[config.mk]
export PLATFORM = sky130hd
export DESIGN_NAME = trig_router
export DESIGN_NICKNAME = d
export VERILOG_FILES = /design/src/rtl/trig_router_pkg.sv /design/src/rtl/trig_sync.sv /design/src/rtl/trig_width_qual.sv /design/src/rtl/trig_bp_drive.sv /design/src/rtl/trig_router.sv
export SDC_FILE = /design/constraint.sdc
export NUM_CORES = 1
export LEC_CHECK = 0
export BUFFER_PORTS_ARGS = -buffer_cell sky130_fd_sc_hd__clkbuf_2
export CAP_MARGIN = 20
export CELL_PAD_IN_SITES_DETAIL_PLACEMENT = 1
export CELL_PAD_IN_SITES_GLOBAL_PLACEMENT = 2
export CORE_MARGIN = 5
export CORE_UTILIZATION = 30
export DETAILED_ROUTE_END_ITERATION = 6
export PLACE_DENSITY_LB_ADDON = 0.1
export SYNTH_ARGS = -nofsm -noshare
export SYNTH_HDL_FRONTEND = slang
export SYNTH_SLANG_ARGS = --single-unit
[constraint.sdc]
create_clock -name clk -period 4.87 [get_ports clk]
set_input_delay 0.2435 -clock clk [delete_from_list [all_inputs] [get_ports clk]]
set_output_delay 0.2435 -clock clk [all_outputs]
set_load 0.05 [all_outputs]
[src/rtl/trig_router_pkg.sv]
package trig_router_pkg;

  typedef enum logic [2:0] {
    SRC_SOFT  = 3'd0,
    SRC_STAR  = 3'd1,
    SRC_DSTAR = 3'd2,
    SRC_BPL   = 3'd3,
    SRC_ANA   = 3'd4
  } trig_src_e;

  // Effective width: zero is treated as one cycle
  function automatic logic [31:0] eff_width(input logic [31:0] m);
    return (m == 32'd0) ? 32'd1 : m;
  endfunction

endpackage

[src/rtl/trig_sync.sv]
module trig_sync #(
  parameter int WIDTH  = 10,
  parameter int STAGES = 2
) (
  input  logic             clk,
  input  logic             rst_n,
  input  logic [WIDTH-1:0] d,
  output logic [WIDTH-1:0] q
);
  logic [WIDTH-1:0] stg [STAGES];

  always_ff @(posedge clk or negedge rst_n) begin
    if (!rst_n) begin
      for (int s = 0; s < STAGES; s++) stg[s] <= '0;
    end else begin
      stg[0] <= d;
      for (int s = 1; s < STAGES; s++) stg[s] <= stg[s-1];
    end
  end

  assign q = stg[STAGES-1];
endmodule

[src/rtl/trig_width_qual.sv]
module trig_width_qual
  import trig_router_pkg::*;
#(
  parameter int CNT_W = 16
) (
  input  logic             clk,
  input  logic             rst_n,
  input  logic             valid,
  input  logic             lvl,
  input  logic             pol_fall,
  input  logic [CNT_W-1:0] min_cycles,
  output logic             hit
);
  localparam int CW1 = CNT_W + 1;

  logic             act;      // qualified level, active high
  logic             act_d;
  logic             run;      // counting a level that began with an edge
  logic [CNT_W-1:0] cnt;
  logic [CNT_W-1:0] eff;
  logic [CW1-1:0]   cnt_nx;

  assign act    = valid & (lvl ^ pol_fall);
  assign eff    = CNT_W'(eff_width(32'(min_cycles)));
  assign run    = act & (~act_d | (cnt != '0));
  assign cnt_nx = {1'b0, cnt} + CW1'(1);
  assign hit    = run & (cnt_nx == {1'b0, eff});

  always_ff @(posedge clk or negedge rst_n) begin
    if (!rst_n) begin
      act_d <= 1'b0;
      cnt   <= '0;
    end else begin
      act_d <= act;
      if (!act)                    cnt <= '0;
      else if (run && cnt != eff)  cnt <= cnt_nx[CNT_W-1:0];
    end
  end
endmodule

[src/rtl/trig_bp_drive.sv]
module trig_bp_drive #(
  parameter int N_LINES = 8,
  parameter int SEL_W   = $clog2(N_LINES)
) (
  input  logic               master_en,
  input  logic [SEL_W-1:0]   bp_sel,
  input  logic               trig,
  output logic [N_LINES-1:0] oe,
  output logic [N_LINES-1:0] dout
);
  for (genvar i = 0; i < N_LINES; i++) begin : g_line
    assign oe[i]   = master_en & (bp_sel == SEL_W'(i));
    assign dout[i] = oe[i] & trig;
  end
endmodule

[src/rtl/trig_router.sv]
module trig_router
  import trig_router_pkg::*;
#(
  parameter int N_LINES     = 8,
  parameter int CNT_W       = 16,
  parameter int SYNC_STAGES = 2,
  localparam int SEL_W      = $clog2(N_LINES),
  localparam int SYNC_W     = N_LINES + 2
) (
  input  logic               clk,
  input  logic               rst_n,
  input  logic [2:0]         src_sel,
  input  logic               pol_fall,
  input  logic [CNT_W-1:0]   min_cycles,
  input  logic               master_en,
  input  logic [SEL_W-1:0]   bp_sel,
  input  logic               arm,
  input  logic               sw_trig,
  input  logic               ana_trig,
  input  logic               star_in,
  input  logic               dstar_in,
  input  logic [N_LINES-1:0] bp_in,
  output logic               trig_out,
  output logic [N_LINES-1:0] bp_oe,
  output logic [N_LINES-1:0] bp_out
);
  trig_src_e          src;
  logic [SYNC_W-1:0]  raw_lines;
  logic [SYNC_W-1:0]  sync_lines;
  logic               star_s;
  logic               dstar_s;
  logic [N_LINES-1:0] bp_s;
  logic               ext_lvl;
  logic               ext_valid;
  logic               ext_hit;
  logic               sync_evt;
  logic               any_evt;
  logic               armed;

  assign src       = trig_src_e'(src_sel);
  assign raw_lines = {bp_in, dstar_in, star_in};

  trig_sync #(.WIDTH(SYNC_W), .STAGES(SYNC_STAGES)) u_sync (
    .clk (clk),
    .rst_n (rst_n),
    .d (raw_lines),
    .q (sync_lines)
  );

  assign star_s  = sync_lines[0];
  assign dstar_s = sync_lines[1];
  assign bp_s    = sync_lines[SYNC_W-1:2];

  // External origin multiplexer
  always_comb begin
    ext_lvl   = 1'b0;
    ext_valid = 1'b0;
    case (src)
      SRC_STAR:  begin ext_lvl = star_s;       ext_valid = 1'b1;       end
      SRC_DSTAR: begin ext_lvl = dstar_s;      ext_valid = 1'b1;       end
      SRC_BPL:   begin ext_lvl = bp_s[bp_sel]; ext_valid = ~master_en; end
      default:   begin ext_lvl = 1'b0;         ext_valid = 1'b0;       end
    endcase
  end

  trig_width_qual #(.CNT_W(CNT_W)) u_qual (
    .clk (clk),
    .rst_n (rst_n),
    .valid (ext_valid),
    .lvl (ext_lvl),
    .pol_fall (pol_fall),
    .min_cycles (min_cycles),
    .hit (ext_hit)
  );

  assign sync_evt = ((src == SRC_SOFT) & sw_trig) | ((src == SRC_ANA) & ana_trig);
  assign any_evt  = sync_evt | ext_hit;

  always_ff @(posedge clk or negedge rst_n) begin
    if (!rst_n) begin
      armed    <= 1'b0;
      trig_out <= 1'b0;
    end else begin
      trig_out <= armed & any_evt;
      if (arm)                  armed <= 1'b1;
      else if (armed & any_evt) armed <= 1'b0;
    end
  end

  trig_bp_drive #(.N_LINES(N_LINES), .SEL_W(SEL_W)) u_drive (
    .master_en (master_en),
    .bp_sel (bp_sel),
    .trig (trig_out),
    .oe (bp_oe),
    .dout (bp_out)
  );
endmodule

# Word level (Yosys, flattened, before mapping)
# Cells that the tools add are included.
# word_totals
reg_bits	39
elab_cells	66
# op_classes
add_sub_neg	1
n_lt_le_gt_ge	1
n_eq_ne	14
n_mux	9
bitwise	28
n_reduce_logical	7
# ops
op	count
$mux 16	3
$and 1x1->1	22
$add 16x1->17 const B	1
$eq 17x16->1	1
$logic_not 16->1	1
$ne 16x16->1	1
$reduce_bool 16->1	1
$eq 3x3->1 const B	5
$eq 3x2->1 const B	4
$eq 3x1->1 const B	2
$logic_not 3->1	2
$lt 3x4->1 const B	1
$bmux 1 s3	1
$mux 1	3
$or 1x1->1	3
$pmux 1 s3	1
$ne 2x2->1 const B	1
$not 1->1	2
$pmux 1 s2	1
$reduce_bool 2->1	1
$reduce_or 2->1	1
$logic_and 1x1->1	1
$xor 1x1->1	1

# Longest topological paths before layout
# depth
depth_word	11
mapped_depth	8
ltp_nobuf	8

# Modules after synthesis
# Synthesis repeated with hierarchy kept, for this count alone.
# hier_totals
cells_unflattened	270
area_unflattened_um2	2473.6
# modules_own_cells
mod	n_inst	cells_each	area_per_inst_um2	seq_area_each_um2
trig_width_qual	1	196	1599.0	425.4
trig_sync	1	30	575.6	500.5
trig_router	1	21	195.2	50.0
trig_bp_drive	1	23	103.8	0.0

# Worst setup path after synthesis
# Ideal clock, no wire load.
# synth_path
path_type	reg2reg
from	reg u_qual.cnt[1]
to	reg armed
setup_ns	0.124
arrival_ns	2.301
required_ns	4.746
slack_ns	2.445
stages_incl_launch_ff	8
path_buffers	0
synth_period_minus_slack_ns	2.425
cell_sequence	dfrtp_1 > ha_1 > nand3_2 > or4_4 > or3b_2 > nand4_1 > nand4_1 > o31a_1
# synth_between
elab_chain_len	7
# synth_lines
element	line	source
from (decl)	trig_width_qual.sv:19	logic [CNT_W-1:0] cnt;
from (signal assigned)	trig_width_qual.sv:36	else if (run && cnt != eff) cnt <= cnt_nx[CNT_W-1:0];
parallel branches: the longest is 3 deep, another holds $add 16x1->17	--	
$and 1x1->1 *	trig_width_qual.sv:27	assign hit = run & (cnt_nx == {1'b0, eff});
$or 1x1->1 *	trig_router.sv:77	assign any_evt = sync_evt | ext_hit;
$and 1x1->1 *	trig_router.sv:86	else if (armed & any_evt) armed <= 1'b0;
$reduce_bool 2->1 (no line) *	--	
to (signal assigned)	trig_router.sv:81	armed <= 1'b0;
to (signal assigned)	trig_router.sv:85	if (arm) armed <= 1'b1;
to (signal assigned)	trig_router.sv:86	
to (decl)	trig_router.sv:38	logic armed;
# Every way passes the cells marked *.
# A chain may end at the register's enable or synchronous reset.

# Final worst setup path
# Same ends and word-level chain as after synthesis.

==> flow_summary.ini <==
[logic_synthesis]
synth.largest_area_cell = sky130_fd_sc_hd__dfrtp_1
postSynthAreaPerCell_um2 = 9.34
synth_edf_count = 0
yosys_warnings = 0
async_flop_share_pct = 100
post-synth-top-area-fraction_pct = 42.3
yosys-top-cells-count = 39 x sky130_fd_sc_hd__dfrtp_1, 31 x sky130_fd_sc_hd__nor2_1, 23 x sky130_fd_sc_hd__xor2_1
netlist_top_cells_area = sky130_fd_sc_hd__dfrtp_1 42%, sky130_fd_sc_hd__xor2_1 8.7%, sky130_fd_sc_hd__nor2_1 5.0%, sky130_fd_sc_hd__o21a_1 4.2%, sky130_fd_sc_hd__xnor2_1 3.8%
ys_seq_elements = 39
synth-seq-area-share_pct = 42.3
synth_cell_type_count = 45
synth.cell_area_um2 = 2310
yosysMostFrequentCell = sky130_fd_sc_hd__dfrtp_1
postSynthCellCount = 247
dominantRegCellSynth = sky130_fd_sc_hd__dfrtp_1
synthesized_netlist_net_count = 288

[final_layout]
area_growth_pct = 21.3
drive_gt1_share_pct = 24.0
finish.net_count = 340
n_antenna_cell = 0
fin_cells = 402
n_fill_cell = 941

[floorplan]
core_region_area_um2 = 7610
design.die.area_um2 = 9540
start_util_pct = 30.3
design.portCount = 56
fp-row-count = 32
chip_width_um = 97.7
dieHeight_um = 97.7

[timing]
max_freq_mhz = 364
final-setup-viol-count = 0
rsz0062_at_grt = no
tightest_slew_ns = 0.641
timing.slew.headroom_pct = 56.9
final_critical_path_share_of_the_clock_period_pct = 56.4
clock-skew-final_ns = 0.00776
drv_slew = 0
finalHoldViolCount = 0
final_period_minus_worst_setup_slack_ns = 2.75
finalSetupTns_ns = 0

[place]
dp.final_hpwl_um = 5310
number_of_placed_instances_taps_included = 392
final_gp_congestion = 0.899
port-buffer-count = 55

[critical_path]
wp_data_arrival_ns = 2.94
critPathRequiredTime_ns = 5.06
criticalPathCategory = reg2reg
worstReg2RegStart = u_qual.cnt[1]
endpoint_kind = register
critPathMaxFanout = 10
critPathLaunchType = register
critical_path.startpoint = u_qual.cnt[1]

[routing]
detailedRoute.firstPassIterationCount = 4
vias = 1975
ant_nets = 0
detailedRoute.firstIterationViolations = 61
detail_route.wl_per_cell_um = 16.9
route.final.wire_length_um = 6800
drc = 0
viasPerCell = 4.91

[clock_tree]
clock_transition_at_path_regs_ns = 0.09
clk_latency_ns = 0.30
cts-resized-gates = 0
cts_max_level = 2
cts_buffer_count = 5
tritoncts = built
clockBufferDepth = 2
clkSinkCount = 39
cts_root_buffer = sky130_fd_sc_hd__clkbuf_8

[min_path]
worstHoldPathType = in2reg
hold_start = bp_in[3]

[grt]
grt_pass1_wl_um = 11100
gr-total-overflow = 0
grt_max_degree = 40
first_global_vias = 2028
grt.total_usage_pct = 14.7
number_of_antenna_violations_at_the_first_check_in_global_routing = 0

[power_and_ir_drop]
cellInternalPower_uw = 527
leakagePower_uw = 0.00122
max-vdd-ir-drop_mv = 0.122
clockPowerShare_pct = 39.2
netSwitchingFraction_pct = 27.7
netSwitchingPower_uw = 201
power.combinational.fraction_pct = 14.2
power_frac_seq_pct = 46.6
power_density_nw_per_um2 = 260

[status]
outcome = complete, no violations

[job]
max-cap-violations = 0
-- repair_timing --
item	CTS	global route
endpoints found under the setup margin	0	0
buffers inserted	0	0
hold buffers	0	1
hold endpoints to repair	0	6
-- layout make-up --
type | instances | area [um2] | area share [%]
sequential | 39 | 976 | 34.9
clock inverter | 3 | 46.3 | 1.65
multi-input combinational | 190 | 1250 | 44.6
inverter | 5 | 18.8 | 0.671
timing repair buffer | 58 | 313 | 11.2
tap | 102 | 128 | 4.56
clock buffer | 5 | 68.8 | 2.46
-- cells in the final DEF (no fill, tap or decap), types with 2 or more instances in the layout --
cell type / Yosys / layout
sky130_fd_sc_hd__a21oi_1: 3 / 3
sky130_fd_sc_hd__and3_1: 4 / 4
sky130_fd_sc_hd__and4_1: 2 / 2
sky130_fd_sc_hd__clkbuf_2: 0 / 55
sky130_fd_sc_hd__clkbuf_8: 0 / 5
sky130_fd_sc_hd__dfrtp_1: 39 / 39
sky130_fd_sc_hd__ha_1: 2 / 2
sky130_fd_sc_hd__inv_1: 4 / 4
sky130_fd_sc_hd__mux2i_1: 3 / 3
sky130_fd_sc_hd__nand2_1: 14 / 14
sky130_fd_sc_hd__nand2b_1: 6 / 6
sky130_fd_sc_hd__nand3_1: 8 / 8
sky130_fd_sc_hd__nand3b_1: 2 / 2
sky130_fd_sc_hd__nand4_1: 7 / 7
sky130_fd_sc_hd__nor2_1: 31 / 31
sky130_fd_sc_hd__nor3_1: 16 / 16
sky130_fd_sc_hd__nor3b_1: 2 / 2
sky130_fd_sc_hd__nor4_1: 12 / 12
sky130_fd_sc_hd__nor4b_1: 2 / 2
sky130_fd_sc_hd__o211ai_1: 6 / 6
sky130_fd_sc_hd__o21a_1: 13 / 13
sky130_fd_sc_hd__o21ai_0: 4 / 4
sky130_fd_sc_hd__o31a_1: 2 / 2
sky130_fd_sc_hd__xnor2_1: 10 / 10
sky130_fd_sc_hd__xor2_1: 23 / 23
-- worst paths after layout --
check	end	slack (ns)	depth (start not counted)
max	armed	2.12	7
min	u_sync.stg[15]	0.05	1
max reg2reg	armed	2.12	7
min reg2reg	u_sync.q[7]	0.35	0
max in group asynchronous	u_sync.q[9]	4.12	3
min in group asynchronous	u_sync.stg[18]	0.32	2
-- metrics by stage --
step	hold slack [ns]	utilization (%)	setup slack [ns]	area (um2)	power, uW
floorplan	-0.0521	-	2.44	2310	401
global placement	0.336	34.9	2.11	2650	448
detailed placement	0.336	34.9	2.11	2650	449
CTS	0.0351	36.4	2.09	2770	739
global route	0.0249	36.8	1.95	2800	765
finish	0.0528	36.8	2.12	2800	728
-- registers in the layout (all words and copies together), names as in the netlist --
register	flops
u_sync.stg	10
armed	1
u_qual.cnt	16
trig_out	1
u_qual.act_d	1
u_sync.q	10
-- metal layers --
metal  vias up  wire length, um  track usage, %
li1        993                -               -
met1       946             3420            21.2
met2        34             3080            22.4
met3         2              263            3.45
met4         0               40            3.19
met5         -                0               0
-- kinds of logic (layout without fill, tap and decap cells) --
logic type | Yosys count | after routing | share of synthesized area (%)
flops | 39 | 39 | 42.3
fa+ha+maj | 2 | 2 | 1.08
simple gates | 114 | 114 | 26.5
compound gates | 36 | 36 | 11.2
buf+inv | 18 | 71 | 3.63
mux | 5 | 5 | 2.77
xor+xnor | 33 | 33 | 12.5
-- worst max-delay path: stages, from the launching register on --
cell and delay, ns:
sky130_fd_sc_hd__dfrtp_1 0.49, sky130_fd_sc_hd__ha_1 0.30, sky130_fd_sc_hd__nand3_2 0.24, sky130_fd_sc_hd__or4_4 0.63
sky130_fd_sc_hd__or4b_1 0.48, sky130_fd_sc_hd__nand4_1 0.11, sky130_fd_sc_hd__nand4_1 0.13, sky130_fd_sc_hd__o31a_1 0.26
-- power by group through the flow --
stage	Combinational (uW)	Sequential, uW	Clock [uW]
detailed placement	103	346	0
CTS	103	340	297
global placement	102	346	0
global route	115	341	309
floorplan	55.0	346	0
finish	103	339	286
Note: power is estimated with default switching activity, not from simulation.
